[src/rtl/pclk_pkg.sv]
package pclk_pkg;

    typedef struct packed {
        logic src_ext;
        logic sync_start;
        logic sync_neg;
        logic clk_out;
    } pclk_mode_t;

    localparam pclk_mode_t PCLK_MODE_RST = '{
        src_ext:    1'b0,
        sync_start: 1'b0,
        sync_neg:   1'b0,
        clk_out:    1'b0
    };

endpackage

[src/rtl/pclk_edge_sync.sv]
module pclk_edge_sync #(
    parameter int STAGES = 2
) (
    input  logic clk,
    input  logic rst_n,
    input  logic din,
    output logic level,
    output logic rise,
    output logic fall
);
    typedef struct packed {
        logic [STAGES:0] sh;
    } sync_st_t;

    sync_st_t st_d, st_q;

    always_comb begin
        st_d    = st_q;
        st_d.sh = {st_q.sh[STAGES-1:0], din};
    end

    always_ff @(posedge clk or negedge rst_n) begin
        if (!rst_n) st_q <= '0;
        else        st_q <= st_d;
    end

    assign level = st_q.sh[STAGES-1];
    assign rise  =  st_q.sh[STAGES-1] & ~st_q.sh[STAGES];
    assign fall  = ~st_q.sh[STAGES-1] &  st_q.sh[STAGES];
endmodule

[src/rtl/pclk_divider.sv]
module pclk_divider #(
    parameter int CNT_W = 20
) (
    input  logic             clk,
    input  logic             rst_n,
    input  logic             clear,
    input  logic             tick,
    input  logic [CNT_W-1:0] ratio,
    output logic             step
);
    typedef struct packed {
        logic [CNT_W-1:0] cnt;
        logic             step;
    } div_st_t;

    div_st_t st_d, st_q;

    always_comb begin
        st_d      = st_q;
        st_d.step = 1'b0;
        if (clear) begin
            st_d.cnt = '0;
        end else if (tick) begin
            if (st_q.cnt >= ratio - 1'b1) begin
                st_d.cnt  = '0;
                st_d.step = 1'b1;
            end else begin
                st_d.cnt = st_q.cnt + 1'b1;
            end
        end
    end

    always_ff @(posedge clk or negedge rst_n) begin
        if (!rst_n) st_q <= '0;
        else        st_q <= st_d;
    end

    assign step = st_q.step;
endmodule

[src/rtl/pclk_start.sv]
module pclk_start (
    input  logic clk,
    input  logic rst_n,
    input  logic sync_mode,
    input  logic sync_neg,
    input  logic run_btn,
    input  logic sync_rise,
    input  logic sync_fall,
    output logic start
);
    typedef struct packed {
        logic start;
    } start_st_t;

    start_st_t st_d, st_q;

    always_comb begin
        st_d = st_q;
        if (sync_mode) st_d.start = sync_neg ? sync_fall : sync_rise;
        else           st_d.start = run_btn;
    end

    always_ff @(posedge clk or negedge rst_n) begin
        if (!rst_n) st_q <= '0;
        else        st_q <= st_d;
    end

    assign start = st_q.start;
endmodule

[src/rtl/pclk_gen.sv]
module pclk_gen #(
    parameter int MAX_DIV     = 1024,
    parameter int SPECIAL_DIV = 1_000_000,
    parameter int SYNC_STAGES = 2,
    localparam int DIV_W      = $clog2(MAX_DIV + 1),
    localparam int CNT_W      = $clog2(SPECIAL_DIV + 1)
) (
    input  logic             clk,
    input  logic             rst_n,
    input  logic             cfg_wr,
    input  logic             cfg_src_ext,
    input  logic [DIV_W-1:0] cfg_div,
    input  logic             cfg_sync_start,
    input  logic             cfg_sync_neg,
    input  logic             cfg_clk_out,
    input  logic             run_btn,
    input  logic             ext_clk_in,
    input  logic             sync_in,
    output logic             step_en,
    output logic             clk_out_en,
    output logic             start_pulse
);
    import pclk_pkg::*;

    localparam logic [DIV_W-1:0] MAX_FIELD = DIV_W'(MAX_DIV);

    typedef struct packed {
        pclk_mode_t       mode;
        logic [CNT_W-1:0] ratio;
        logic             clk_out;
    } gen_st_t;

    gen_st_t          st_d, st_q;
    logic [CNT_W-1:0] ratio_new;
    logic             ext_rise, sync_rise, sync_fall, tick;
    logic             ext_lvl_unused, sync_lvl_unused;
    logic [CNT_W-1:0] ratio_cur;
    logic             sync_mode_cur;

    // field to ratio: 0 is the special long ratio, over-range clamps
    always_comb begin
        if (cfg_div == '0)           ratio_new = CNT_W'(SPECIAL_DIV);
        else if (cfg_div > MAX_FIELD) ratio_new = CNT_W'(MAX_DIV);
        else                         ratio_new = CNT_W'(cfg_div);
    end

    always_comb begin
        st_d = st_q;
        if (cfg_wr) begin
            st_d.mode.src_ext    = cfg_src_ext;
            st_d.mode.sync_start = cfg_sync_start;
            st_d.mode.sync_neg   = cfg_sync_neg;
            st_d.mode.clk_out    = cfg_clk_out;
            st_d.ratio           = ratio_new;
        end
        // never drive the pin while it is our timebase input
        st_d.clk_out = st_d.mode.clk_out & ~st_d.mode.src_ext;
    end

    always_ff @(posedge clk or negedge rst_n) begin
        if (!rst_n) begin
            st_q.mode    <= PCLK_MODE_RST;
            st_q.ratio   <= CNT_W'(1);
            st_q.clk_out <= 1'b0;
        end else begin
            st_q <= st_d;
        end
    end

    pclk_edge_sync #(.STAGES(SYNC_STAGES)) i_ext_sync (
        .clk   (clk),
        .rst_n (rst_n),
        .din   (ext_clk_in),
        .level (ext_lvl_unused),
        .rise  (ext_rise),
        .fall  ()
    );

    pclk_edge_sync #(.STAGES(SYNC_STAGES)) i_trig_sync (
        .clk   (clk),
        .rst_n (rst_n),
        .din   (sync_in),
        .level (sync_lvl_unused),
        .rise  (sync_rise),
        .fall  (sync_fall)
    );

    assign tick = st_q.mode.src_ext ? ext_rise : 1'b1;

    pclk_divider #(.CNT_W(CNT_W)) i_div (
        .clk   (clk),
        .rst_n (rst_n),
        .clear (cfg_wr),
        .tick  (tick),
        .ratio (st_q.ratio),
        .step  (step_en)
    );

    pclk_start i_start (
        .clk       (clk),
        .rst_n     (rst_n),
        .sync_mode (st_q.mode.sync_start),
        .sync_neg  (st_q.mode.sync_neg),
        .run_btn   (run_btn),
        .sync_rise (sync_rise),
        .sync_fall (sync_fall),
        .start     (start_pulse)
    );

    assign clk_out_en    = st_q.clk_out;
    assign ratio_cur     = st_q.ratio;
    assign sync_mode_cur = st_q.mode.sync_start;
endmodule

[config.mk]
export PLATFORM = sky130hd
export DESIGN_NAME = pclk_gen
export DESIGN_NICKNAME = d
export VERILOG_FILES = /design/src/rtl/pclk_pkg.sv /design/src/rtl/pclk_edge_sync.sv /design/src/rtl/pclk_divider.sv /design/src/rtl/pclk_start.sv /design/src/rtl/pclk_gen.sv
export SDC_FILE = /design/constraint.sdc
export NUM_CORES = 1
export LEC_CHECK = 0
export ABC_CLOCK_PERIOD_IN_PS = 3200
export CORE_MARGIN = 5
export CORE_UTILIZATION = 55
export CTS_BUF_LIST = sky130_fd_sc_hd__clkbuf_2
export DETAILED_ROUTE_END_ITERATION = 16
export DONT_BUFFER_PORTS = 1
export GPL_ROUTABILITY_DRIVEN = 1
export PLACE_DENSITY = 0.75
export REMOVE_ABC_BUFFERS = 1
export SYNTH_ARGS = -nofsm -noshare
export SYNTH_HDL_FRONTEND = slang
export SYNTH_SLANG_ARGS = --single-unit
export TNS_END_PERCENT = 20
[constraint.sdc]
create_clock -name clk -period 3.2 [get_ports clk]
set_input_delay 0.8 -clock clk [delete_from_list [all_inputs] [get_ports clk]]
set_output_delay 0.8 -clock clk [all_outputs]
set_load 0.02 [all_outputs]
==> results.json <==
{
  "endpoint_kind": "flop",
  "wirelength_mm": 5.81,
  "place.gp.congestion": 0.798,
  "dp_hpwl_mm": 4.11,
  "layout-drive-gt1-share": 0.159,
  "seq_area_sq_um": 1130,
  "r2r-start": "ratio_cur[4]",
  "start_kind": "flop",
  "grt_pass1_vias": 2171,
  "synth.area.top_cells": "dfrtp_1, ha_1, nand2_1, nand4b_1, mux2_2",
  "reg2regPathDepth": 14,
  "drt_first_pass_iters": 4,
  "die_h_um": 81.2,
  "relSlewSlack": 0.476,
  "placed_area_sq_um": 2900,
  "fmax_mhz": 338,
  "final.setup_skew_ns": 0.0394,
  "period_needed_ns": 2.96,
  "required_ns": 3.50,
  "drtIter0Drc": 253,
  "critPathKind": "flop to flop",
  "syn_inst": 295,
  "cp_data_arrival_time_ns": 3.26,
  "gr-usage-all-layers": 0.192,
  "clockBufferDepth": 2,
  "layout.nets": 344,
  "maxCapViolCount": 0,
  "power.density_nw_per_um2": 358,
  "ys_ff_latch": 45,
  "synth_top_area_share": 0.395,
  "vias": 2280,
  "tightest_slew_ns": 0.786,
  "synth_ff_type": "dfrtp_1",
  "leakage_nw": 1.29,
  "synth_most_common_cell": "dfrtp_1",
  "clock-sinks": 45,
  "antenna_found_initial": 0,
  "rows": 26,
  "ys_warn_count": 0,
  "nFillCells": 456,
  "clk_pin_slew_ns": 0.25,
  "fin_area_sq_um": 3030,
  "drc": 0,
  "irDropWorstVdd_uv": 274,
  "r2r_slack_ns": 0.24,
  "clock_latency_ns": 0.42,
  "die_area_sq_um": 6590,
  "r2r-end": "i_div.st_q[3]",
  "yosysSeqAreaShare": 0.405,
  "cts_tree": "done",
  "syn2layout_area_growth_pct": 8.81,
  "grt_pass1_wl_mm": 10.0,
  "yosys.area.top_type": "dfrtp_1",
  "wl_per_cell_um": 15.6,
  "diodes": 0,
  "clockRootBuffer": "clkbuf_2",
  "async_flop_share": 1.00,
  "rsz0062_at_grt": "yes",
  "status": "finished, final reports clean",
  "period_share": 0.925,
  "syn_avg_cell_area_sq_um": 9.44,
  "core_sq_um": 5010,
  "fp.dieW_um": 81.2,
  "synthTopCellsByCount": "dfrtp_1, nand2_1, ha_1, nor2_1, a21oi_1",
  "detail-route-antenna-nets": 0,
  "cp_slowest_cell": "dfrtp_1",
  "vias_per_cell": 6.13,
  "grt_max_degree": 33,
  "worstPathMaxFanout": 13,
  "power.total_mw": 1.08,
  "numPortBuffers": 0,
  "synth_cell_types": 46,
  "multi_input_area_sq_um": 1600,
  "synth_edf_count": 0,
  "overflow": 0,
  "hold_violations": 0,
  "start_util": 0.556,
  "setup_viol": 0,
  "ios": 24,
  "min_path_type": "input port to asynchronous set/reset pin",
  "synth_area_sq_um": 2790,
  "drv_slew": 0,
  "cts-buffers-inserted": 5,
  "crit_chain": "inv_1 > nand4_1 > nor2_4 > nand2_2 > nor4_4 > xnor2_1 > ha_1 > nand2_1 > o21ai_0 > a21oi_1 > o2bb2ai_2 > buf_12 > and4bb_2 > a221o_1",
  "slowest_delay_ns": 0.42,
  "htree_num_levels": 2
}
==> registers in the layout, indices dropped and copies added, names as in the netlist <==
signal and cells:
i_div.step 1, i_ext_sync.st_q 3, i_trig_sync.st_q 3, i_start.start 1, ratio_cur 12, clk_out_en 1, st_q 3, sync_mode_cur 1
i_div.st_q 20
==> through the flow <==
step / instances / TNS, ns / utilization / hold slack, ns / setup slack (ns)
final: 372 / 0 / 0.605 / 0.0653 / 0.241
after detailed placement: 360 / 0 / 0.578 / 0.335 / 0.0766
after CTS: 369 / 0 / 0.589 / 0.00539 / 0.00317
after floorplan: 282 / -4.15 / - / 0.331 / -0.311
after global placement: 360 / 0 / 0.578 / 0.333 / 0.177
after global routing: 372 / -0.0329 / 0.605 / 0.0200 / -0.0329
==> what timing repair did <==
item                                    in CTS  in global routing
endpoints found under the hold margin       14                 23
endpoints found under the setup margin       0                 19
resized for setup                            0                 18
hold buffers                                 1                  1
setup buffers                                0                  2
==> area by class of cell <==
class	count	share of cell area
inverter	14	0.0173
multi-input combinational	223	0.528
tap	70	0.0289
clock buffer	5	0.00826
timing repair buffer	12	0.0388
clock inverter	3	0.00661
sequential	45	0.372
==> worst max-delay path, delay by kind of cell, from the launching register on <==
family                     cells  cell delay [ns]
AOI/OAI and AO/OA              4             0.76
and+or+nand+nor                6             0.98
xor gates and xnor gates       1             0.12
DFF                            1             0.42
buffers and inverters          2             0.27
adders and majority gates      1             0.29
==> how the worst max path moves through the flow <==
stage,startpoint,end,slack (ns),cells after the start
global placement,ratio_cur[2],i_div.st_q[3],0.18,14
detailed placement,ratio_cur[2],i_div.st_q[3],0.08,14
global route,ratio_cur[5],i_div.st_q[3],-0.03,14
floorplan,ratio_cur[9],i_div.st_q[11],-0.31,9
CTS,ratio_cur[2],i_div.st_q[3],0.003,14
finish,ratio_cur[4],i_div.st_q[3],0.24,14
==> cell usage in the layout, fill, tap and decap left out, types with 2 or more instances in the layout <==
| cell type | instances |
|---|---|
| and4b_1 | 2 |
| nor2_1 | 21 |
| nand2_1 | 30 |
| dfrtp_1 | 43 |
| o21ai_0 | 8 |
| o21a_1 | 2 |
| buf_12 | 2 |
| nand2b_1 | 2 |
| nor2b_1 | 6 |
| o311ai_1 | 5 |
| nand4b_1 | 11 |
| clkbuf_2 | 5 |
| or2_2 | 4 |
| nor3_1 | 4 |
| buf_4 | 9 |
| and4_1 | 2 |
| nand3b_1 | 2 |
| xnor2_1 | 8 |
| nand4_1 | 13 |
| inv_1 | 12 |
| inv_2 | 2 |
| a21oi_1 | 15 |
| a31o_2 | 2 |
| ha_1 | 21 |
| a221o_1 | 7 |
| a21o_1 | 2 |
| a31oi_1 | 4 |
| mux2_2 | 8 |
| o311ai_0 | 2 |
| and2_1 | 2 |
| nand3_1 | 10 |
| o22ai_1 | 6 |
| nor4_1 | 4 |
==> logic make-up after synthesis <==
kind of cell	synth area share
AO/OA/AOI/OAI	0.148
XOR/XNOR	0.0283
adder cells (fa/ha/maj)	0.0988
buffers and inverters	0.0368
flip-flops	0.405
multiplexers	0.0323
AND/OR/NAND/NOR	0.251
==> layer usage <==
metal	up-vias	wire, um	track usage	part of all wire
met5	-	0	0	0
met4	0	49	0.0439	0.0084
met3	6	305	0.0432	0.053
met2	62	2600	0.313	0.45
met1	1100	2850	0.260	0.49
li1	1112	-	-	-
==> power by group <==
part / total (mW) / internal (mW) / leakage, nW / switching [mW]
Sequential: 0.628 / 0.598 / 0.585 / 0.0301
Combinational: 0.203 / 0.0931 / 0.675 / 0.110
Clock: 0.253 / 0.0540 / 0.0270 / 0.199
Note: power is estimated with default switching activity, not from simulation.
